==> src/rtl/baud_frac_pkg.sv <==
package baud_frac_pkg;

   // Shortest interval the generator will produce, in clocks.
   localparam int unsigned LEN_FLOOR = 2;

   // Bits needed to count 0 .. n-1, never less than one.
   function automatic int unsigned cnt_bits(input int unsigned n);
      return (n <= 2) ? 1 : $clog2(n);
   endfunction

endpackage

==> src/rtl/baud_div_sampler.sv <==
module baud_div_sampler
   import baud_frac_pkg::*;
#(
   parameter int unsigned DIV_W  = 16,
   parameter int unsigned FRAC_W = 8,
   localparam int unsigned LEN_W = DIV_W + 1
) (
   input  logic              clk,
   input  logic              rst,
   input  logic              load,
   input  logic [DIV_W-1:0]  div_int,
   input  logic [FRAC_W-1:0] div_frac,
   input  logic              carry,
   output logic [LEN_W-1:0]  len_q,
   output logic [FRAC_W-1:0] frac_q
);

   logic [LEN_W-1:0] base_len;

   // Clamp the integer part so an interval never shrinks below LEN_FLOOR.
   assign base_len = (div_int < DIV_W'(LEN_FLOOR)) ? LEN_W'(LEN_FLOOR)
                                                   : {1'b0, div_int};

   always_ff @(posedge clk) begin
      if (rst) begin
         len_q  <= base_len;
         frac_q <= div_frac;
      end else if (load) begin
         len_q  <= base_len + LEN_W'(carry);
         frac_q <= div_frac;
      end
   end

endmodule

==> src/rtl/baud_frac_accum.sv <==
module baud_frac_accum #(
   parameter int unsigned FRAC_W = 8
) (
   input  logic              clk,
   input  logic              rst,
   input  logic              step,
   input  logic [FRAC_W-1:0] frac,
   output logic              carry
);

   logic [FRAC_W-1:0] acc_q;
   logic [FRAC_W:0]   sum;

   assign sum   = {1'b0, acc_q} + {1'b0, frac};
   assign carry = sum[FRAC_W];

   always_ff @(posedge clk) begin
      if (rst) begin
         acc_q <= '0;
      end else if (step) begin
         acc_q <= sum[FRAC_W-1:0];
      end
   end

endmodule

==> src/rtl/baud_ivl_counter.sv <==
module baud_ivl_counter #(
   parameter int unsigned LEN_W = 17
) (
   input  logic             clk,
   input  logic             rst,
   input  logic [LEN_W-1:0] len,
   output logic             tick
);

   logic [LEN_W-1:0] cnt_q;

   assign tick = (cnt_q == (len - LEN_W'(1)));

   always_ff @(posedge clk) begin
      if (rst) begin
         cnt_q <= '0;
      end else if (tick) begin
         cnt_q <= '0;
      end else begin
         cnt_q <= cnt_q + LEN_W'(1);
      end
   end

endmodule

==> src/rtl/baud_bit_counter.sv <==
module baud_bit_counter
   import baud_frac_pkg::*;
#(
   parameter int unsigned OVS         = 16,
   parameter bit          BIT_TICK_EN = 1'b1
) (
   input  logic clk,
   input  logic rst,
   input  logic os_tick,
   output logic bit_tick
);

   localparam int unsigned SUB_W = cnt_bits(OVS);
   localparam logic [SUB_W-1:0] SUB_LAST = SUB_W'(OVS - 1);

   generate
      if (BIT_TICK_EN) begin : g_bit
         logic [SUB_W-1:0] sub_q;

         assign bit_tick = os_tick && (sub_q == SUB_LAST);

         always_ff @(posedge clk) begin
            if (rst) begin
               sub_q <= '0;
            end else if (os_tick) begin
               sub_q <= (sub_q == SUB_LAST) ? '0 : sub_q + SUB_W'(1);
            end
         end
      end else begin : g_nobit
         logic unused_bits;
         assign unused_bits = ^{clk, rst, os_tick};
         assign bit_tick    = 1'b0;
      end
   endgenerate

endmodule

==> src/rtl/baud_frac_tick_gen.sv <==
module baud_frac_tick_gen #(
   parameter int unsigned DIV_W       = 16,
   parameter int unsigned FRAC_W      = 8,
   parameter int unsigned OVS         = 16,
   parameter bit          BIT_TICK_EN = 1'b1
) (
   input  logic              clk,
   input  logic              rst,
   input  logic [DIV_W-1:0]  div_int,
   input  logic [FRAC_W-1:0] div_frac,
   output logic              os_tick,
   output logic              bit_tick
);

   localparam int unsigned LEN_W = DIV_W + 1;

   generate
      if (DIV_W < 2) begin : g_bad_div
         $error("baud_frac_tick_gen: DIV_W must be at least 2");
      end
      if (FRAC_W < 1) begin : g_bad_frac
         $error("baud_frac_tick_gen: FRAC_W must be at least 1");
      end
      if (OVS < 2) begin : g_bad_ovs
         $error("baud_frac_tick_gen: OVS must be at least 2");
      end
   endgenerate

   logic              tick_raw;
   logic              carry;
   logic [LEN_W-1:0]  len_q;
   logic [FRAC_W-1:0] frac_q;

   baud_div_sampler #(.DIV_W(DIV_W), .FRAC_W(FRAC_W)) u_smp (
      .clk      (clk),
      .rst      (rst),
      .load     (tick_raw),
      .div_int  (div_int),
      .div_frac (div_frac),
      .carry    (carry),
      .len_q    (len_q),
      .frac_q   (frac_q)
   );

   baud_frac_accum #(.FRAC_W(FRAC_W)) u_acc (
      .clk   (clk),
      .rst   (rst),
      .step  (tick_raw),
      .frac  (frac_q),
      .carry (carry)
   );

   baud_ivl_counter #(.LEN_W(LEN_W)) u_ctr (
      .clk  (clk),
      .rst  (rst),
      .len  (len_q),
      .tick (tick_raw)
   );

   assign os_tick = tick_raw & ~rst;

   baud_bit_counter #(.OVS(OVS), .BIT_TICK_EN(BIT_TICK_EN)) u_bit (
      .clk      (clk),
      .rst      (rst),
      .os_tick  (os_tick),
      .bit_tick (bit_tick)
   );

endmodule

==> config.mk <==
export PLATFORM = sky130hd
export DESIGN_NAME = baud_frac_tick_gen
export DESIGN_NICKNAME = d
export VERILOG_FILES = /design/src/rtl/baud_frac_pkg.sv /design/src/rtl/baud_div_sampler.sv /design/src/rtl/baud_frac_accum.sv /design/src/rtl/baud_ivl_counter.sv /design/src/rtl/baud_bit_counter.sv /design/src/rtl/baud_frac_tick_gen.sv
export SDC_FILE = /design/constraint.sdc
export NUM_CORES = 1
export LEC_CHECK = 0
export BUFFER_PORTS_ARGS = -buffer_cell sky130_fd_sc_hd__buf_2
export CORE_UTILIZATION = 54
export CTS_CLUSTER_DIAMETER = 30
export CTS_CLUSTER_SIZE = 25
export DETAILED_ROUTE_END_ITERATION = 10
export PLACE_DENSITY = 0.73
export SLEW_MARGIN = 20
export SYNTH_ARGS = -nofsm -noshare
export SYNTH_HDL_FRONTEND = slang
export SYNTH_SLANG_ARGS = --single-unit
==> constraint.sdc <==
create_clock -name clk -period 3.3 [get_ports clk]
set_clock_uncertainty 0.1 [all_clocks]
set_input_delay 0.495 -clock clk [delete_from_list [all_inputs] [get_ports clk]]
set_output_delay 0.495 -clock clk [all_outputs]
set_load 0.005 [all_outputs]
## After elaboration in Yosys (flattened, before gate mapping)

Cells that the tools add are included.
W data, S select, Z words.

| word-level totals | value |
|---|---|
| output and inout port bits | 2 |
| logic and storage cells | 24 |
| flip-flop bits (word level) | 54 |
| input port bits | 26 |

| cells by class | value |
|---|---|
| order comparisons | 1 |
| eq/ne operators | 2 |
| bitwise gates (word level) | 2 |
| muxes and demuxes | 6 |
| reduce and logical (&&, ||, !) cells | 3 |
| $add $sub $neg | 5 |

Operators with widths:

| kind | number |
|---|---|
| $mux W17 | 2 |
| $add A17 B1 Y17 | 1 |
| $add A17 B1 Y17 const B | 1 |
| $eq A17 B17 Y1 | 1 |
| $sub A17 B1 Y17 const B | 1 |
| $lt A16 B2 Y1 const B | 1 |
| $mux W16 | 1 |
| $mux W8 | 2 |
| $add A8 B8 Y9 | 1 |
| $add A4 B1 Y4 const B | 1 |
| $eq A4 B4 Y1 const B | 1 |
| $mux W4 | 1 |
| $reduce_bool A2 Y1 | 1 |
| $reduce_or A2 Y1 | 1 |
| $and A1 B1 Y1 | 1 |
| $logic_and A1 B1 Y1 | 1 |
| $not A1 Y1 | 1 |

## Depth between registers and ports, before layout

| logic depth | value |
|---|---|
| depth after elaboration | 5 |
| gate-level depth with buffers | 15 |
| gate-level depth less buffers | 15 |

## By module

A second synthesis with hierarchy kept.

| unflattened totals | value |
|---|---|
| cell total of the unflattened synthesis | 346 |
| area total of the unflattened synthesis | 3500.9 um^2 |

Modules (own cells, without submodules):

| module | seq. area each (um^2) | cells each | times used | area an instance (um^2) |
|---|---|---|---|---|
| baud_ivl_counter | 340.3 | 176 | 1 | 1493.9 |
| baud_div_sampler | 750.7 | 83 | 1 | 1194.9 |
| baud_frac_accum | 160.2 | 66 | 1 | 614.3 |
| baud_bit_counter | 80.1 | 20 | 1 | 183.9 |
| baud_frac_tick_gen | 0.0 | 1 | 1 | 13.8 |

## Worst setup path after synthesis

No wires, ideal clock.

| path | value |
|---|---|
| path type | reg-to-reg |
| start point | register u_smp.len_q[0] |
| end point | register u_smp.frac_q[0] (enable) |
| stages on the path, launching flop included | 10 |
| buffers on the path | 1 |
| setup time | 0.373 ns |
| clock period less this slack | 3.552 ns |
| required time | 2.827 ns |
| path slack | -0.252 ns |
| data arrival time | 3.078 ns |
| path through | edfxtp_1 > inv_1 > ha_1 > or4b_4 > or4b_1 > nand3_1 > a31oi_1 > or4_4 > o21bai_2 > buf_2 |

| on the way | value |
|---|---|
| word-level cells in the longest chain between the ends | 3 |

RTL lines:

| element | line | RTL |
|---|---|---|
| start, declared | baud_div_sampler.sv:14 | `output logic [LEN_W-1:0] len_q,` |
| start signal, assigned | baud_div_sampler.sv:26 | `len_q <= base_len;` |
| start signal, assigned | baud_div_sampler.sv:29 | `len_q <= base_len + LEN_W'(carry);` |
| $sub A17 B1 Y17 | baud_ivl_counter.sv:12 | `assign tick = (cnt_q == (len - LEN_W'(1)));` |
| $eq A17 B17 Y1 | baud_ivl_counter.sv:12 |  |
| $reduce_bool A2 Y1 (no source line) | -- |  |
| end signal, assigned | baud_div_sampler.sv:27 | `frac_q <= div_frac;` |
| end signal, assigned | baud_div_sampler.sv:30 | `frac_q <= div_frac;` |
| end, declared | baud_div_sampler.sv:15 | `output logic [FRAC_W-1:0] frac_q` |

Every way passes these cells.
A chain may end at the register's enable or synchronous reset.

## Final worst setup path

| path | value |
|---|---|
| start point | register u_smp.len_q[0] |
| end point | output port bit_tick |

| on the way | value |
|---|---|
| word-level cells in the longest chain between the ends | 4 |

RTL lines:

| element | line | RTL |
|---|---|---|
| $sub A17 B1 Y17 | baud_ivl_counter.sv:12 |  |
| $eq A17 B17 Y1 | baud_ivl_counter.sv:12 |  |
| $and A1 B1 Y1 | baud_frac_tick_gen.sv:60 | `assign os_tick = tick_raw & ~rst;` |
| $logic_and A1 B1 Y1 | baud_bit_counter.sv:20 | `assign bit_tick = os_tick && (sub_q == SUB_LAST);` |
| end, declared | baud_frac_tick_gen.sv:12 | `output logic bit_tick` |

Every way passes these cells.

==> flow_metrics.env <==
export IMPL_dr_pass1_iters=4
export IMPL_syn_avg_cell_area_um2=9.54
export IMPL_critical_path_arrival_ns=2.98
export IMPL_final_core_util_pct=66.0
export IMPL_viasPerCell=5.58
export IMPL_end_kind="output port"
export IMPL_min_period_ns=3.57
export IMPL_rows=27
export IMPL_crit_type="register to output port"
export IMPL_p_seq_share_pct=57.6
export IMPL_slew_headroom_pct=69.2
export IMPL_grt_start_max_net_pins=21
export IMPL_synth_async_reset_ratio_pct=0
export IMPL_start_util_pct=56.5
export IMPL_port_buffers=27
export IMPL_mostFrequentLayoutCells="xnor2_1, nor2_1, dfxtp_1, buf_2, edfxtp_1"
export IMPL_vdd_drop_max_uv=177
export IMPL_final_nets=413
export IMPL_fmax_mhz=280
export IMPL_grt_pass1_vias=2256
export IMPL_die_x_um=78.1
export IMPL_finalMaxSlewViolations=0
export IMPL_vias=2489
export IMPL_ys_types=47
export IMPL_htreeDepth=2
export IMPL_power_density_nw_per_um2=352
export IMPL_worst_pin_slew_ns=0.460
export IMPL_antenna_found_initial=0
export IMPL_ys_warn_count=0
export IMPL_dieArea_um2=6100
export IMPL_clk_insertion_delay_late_ns=0.31
export IMPL_reg2reg_depth=10
export IMPL_swShare_pct=23.5
export IMPL_syn2layout_area_growth_pct=16.8
export IMPL_p_leak_nw=1.36
export IMPL_r2r_end="u_acc.acc_q[6]"
export IMPL_pwr_share_comb_pct=10.9
export IMPL_fin_ws_ns=-0.273
export IMPL_drt_initial_drc_count=67
export IMPL_rsz0062_at_grt="yes"
export IMPL_synth_nets=368
export IMPL_syn_area_um2=3130
export IMPL_hpwlAfterDp_um=4580
export IMPL_n_antenna_cell=0
export IMPL_clkPwrFrac_pct=31.4
export IMPL_setup_worst_path_start_class="register"
export IMPL_grt_pass1_wl_um=10000
export IMPL_p_int_w=0.000983
export IMPL_ant_nets=0
export IMPL_synth_cells=328
export IMPL_period_share_pct=108
export IMPL_finalWirelength_um=6110
export IMPL_critPathRequiredTime_ns=2.70
export IMPL_ioPinCount=28
export IMPL_track_usage_pct=20.9
export IMPL_core_um2=5540
export IMPL_reg2reg_from="u_smp.len_q[0]"
export IMPL_die_h_um=78.1
export IMPL_max_clock_path_buffers=2
export IMPL_cts_tree="done"
export IMPL_reg2reg_slack_ns=0.07
export IMPL_drcViolationCount=0
export IMPL_crit_fanout=2
export IMPL_p_sw_w=0.000302
export IMPL_cts_clk_slew_worst_paths_ns=0.09
export IMPL_cts_hold_buffers=0
export IMPL_grt_overflow=0
export IMPL_ys_ff_latch=54
export IMPL_clkSinkCount=54
export IMPL_dp_slack_ns=-0.0313
export IMPL_cap_violations=0
export IMPL_min_path_type="input port to register"
export IMPL_final_common_cell="xnor2_1"
export IMPL_synth_edf_count=25
export IMPL_cts_buffers=5
export IMPL_finalSetupViolations=2
export IMPL_drive_gt1_share_pct=20.6
export IMPL_clockRootBuffer="clkbuf_8"
export IMPL_hold_violations=0
export IMPL_violations="negative setup slack"
export IMPL_synth_main_ff_cell="dfxtp_1"
export IMPL_outcome="finished with violations"
export IMPL_hold_end="u_smp.frac_q[4]"
export IMPL_hold_path_startpoint="div_frac[4]"
export IMPL_yosysSeqAreaShare_pct=42.5
export IMPL_hold_path_depth=1
export IMPL_place_gp_congestion=0.864
export IMPL_avgRoutedWirePerCell_um=13.7
==> worst max path at each step <==
stage	startpoint	end	slack, ns	cells after the start
after global placement	u_smp.len_q[1]	bit_tick	0.02	10
after floorplan	u_smp.len_q[0]	u_smp.frac_q[0]	0.0002	9
after global routing	u_smp.len_q[0]	bit_tick	-0.38	10
after detailed placement	u_smp.len_q[1]	bit_tick	-0.03	10
final	u_smp.len_q[0]	bit_tick	-0.27	10
after CTS	u_smp.len_q[0]	bit_tick	-0.27	10
==> power by group through the flow <==
| stage | clock network (W) | registers [W] | logic [W] |
|---|---|---|---|
| 6_report | 0.000404 | 0.000741 | 0.000141 |
| 3_3_place_gp | 0 | 0.000755 | 0.000133 |
| 3_5_place_dp | 0 | 0.000756 | 0.000136 |
| 5_1_grt | 0.000433 | 0.000743 | 0.000156 |
| 4_1_cts | 0.000413 | 0.000740 | 0.000138 |
| 2_1_floorplan | 0 | 0.000753 | 0.0000799 |
==> layer usage <==
metal / global-route usage, % / vias up / routed length (um)
li1: - / 1277 / -
met1: 27.9 / 1151 / 2900
met2: 33.4 / 51 / 2860
met3: 4.19 / 10 / 234
met4: 8.33 / 0 / 119
met5: 0 / - / 0
==> stage by stage <==
step	instance area [um2]	total power (W)	hold WS [ns]	cells	setup TNS, ns
detailed placement	3510	0.000892	0.374	437	-0.0394
global placement	3510	0.000887	0.361	437	0
floorplan	3150	0.000833	0.348	328	0
finish	3650	0.00129	0.255	446	-0.518
CTS	3620	0.00129	0.247	446	-0.507
global route	3650	0.00133	0.242	446	-0.777
==> synth_stat cells, types with 2 or more instances <==
| cell | number | area share [%] |
|---|---|---|
| o21ai_0 | 12 | 1.9 |
| nor4_1 | 7 | 1.4 |
| and3_1 | 9 | 1.8 |
| inv_1 | 9 | 1.1 |
| a21o_1 | 2 | 0.48 |
| nand2_1 | 11 | 1.3 |
| dfxtp_1 | 29 | 19 |
| nor2_1 | 37 | 4.4 |
| nand3_1 | 24 | 3.8 |
| mux2_2 | 2 | 0.72 |
| or4b_1 | 2 | 0.64 |
| nand4_1 | 12 | 2.4 |
| clkbuf_1 | 10 | 1.2 |
| nand2b_1 | 3 | 0.60 |
| or2_2 | 2 | 0.40 |
| xnor2_1 | 38 | 11 |
| o41ai_1 | 2 | 0.56 |
| nand3b_1 | 3 | 0.72 |
| nor2b_1 | 3 | 0.60 |
| edfxtp_1 | 25 | 24 |
| and2_1 | 3 | 0.60 |
| a211oi_1 | 3 | 0.72 |
| ha_1 | 13 | 5.2 |
| nor3_1 | 11 | 1.8 |
| xor2_1 | 18 | 5.0 |
| a21oi_1 | 17 | 2.7 |
==> layout make-up <==
cell class	count	area, um2
clock buffers	6	93.8
clock inverters	2	10.0
fillers	458	1890
inverters	9	33.8
multi-input cells	254	1780
flip-flops and latches	54	1330
well taps	72	90.1
repair buffers	49	313
==> flip-flops by register name, indices dropped and copies added, names as in the netlist <==
signal	cells
u_acc.acc_q	8
u_ctr.cnt_q	17
u_smp.len_q	17
u_smp.frac_q	8
u_bit.g_bit.sub_q	4
==> cell families (layout without fill, tap and decap cells) <==
kind of cell | after synthesis | count (layout) | share of synthesized area (%)
AND/OR/NAND/NOR | 135 | 135 | 23.2
XOR/XNOR | 56 | 56 | 15.7
flip-flops | 54 | 54 | 42.5
AO/OA/AOI/OAI | 47 | 47 | 9.56
buffers and inverters | 20 | 66 | 2.44
adder cells (fa/ha/maj) | 14 | 14 | 5.84
multiplexers | 2 | 2 | 0.720
==> worst max-delay path, stage by stage, from the launching register on <==
cell      delay (ns)
edfxtp_1        0.43
inv_2           0.09
ha_4            0.12
or4b_4          0.45
or4b_4          0.50
nand3_2         0.10
a31oi_2         0.10
or4_4           0.43
or2_4           0.25
nor3_2          0.09
buf_2           0.13
==> repair_timing <==
item | in CTS | in global routing
resized for setup | 2 | 8
setup buffers | 1 | 0
setup endpoints to repair | 2 | 11
pin swaps | 2 | 1
Note: power is estimated with default switching activity, not from simulation.
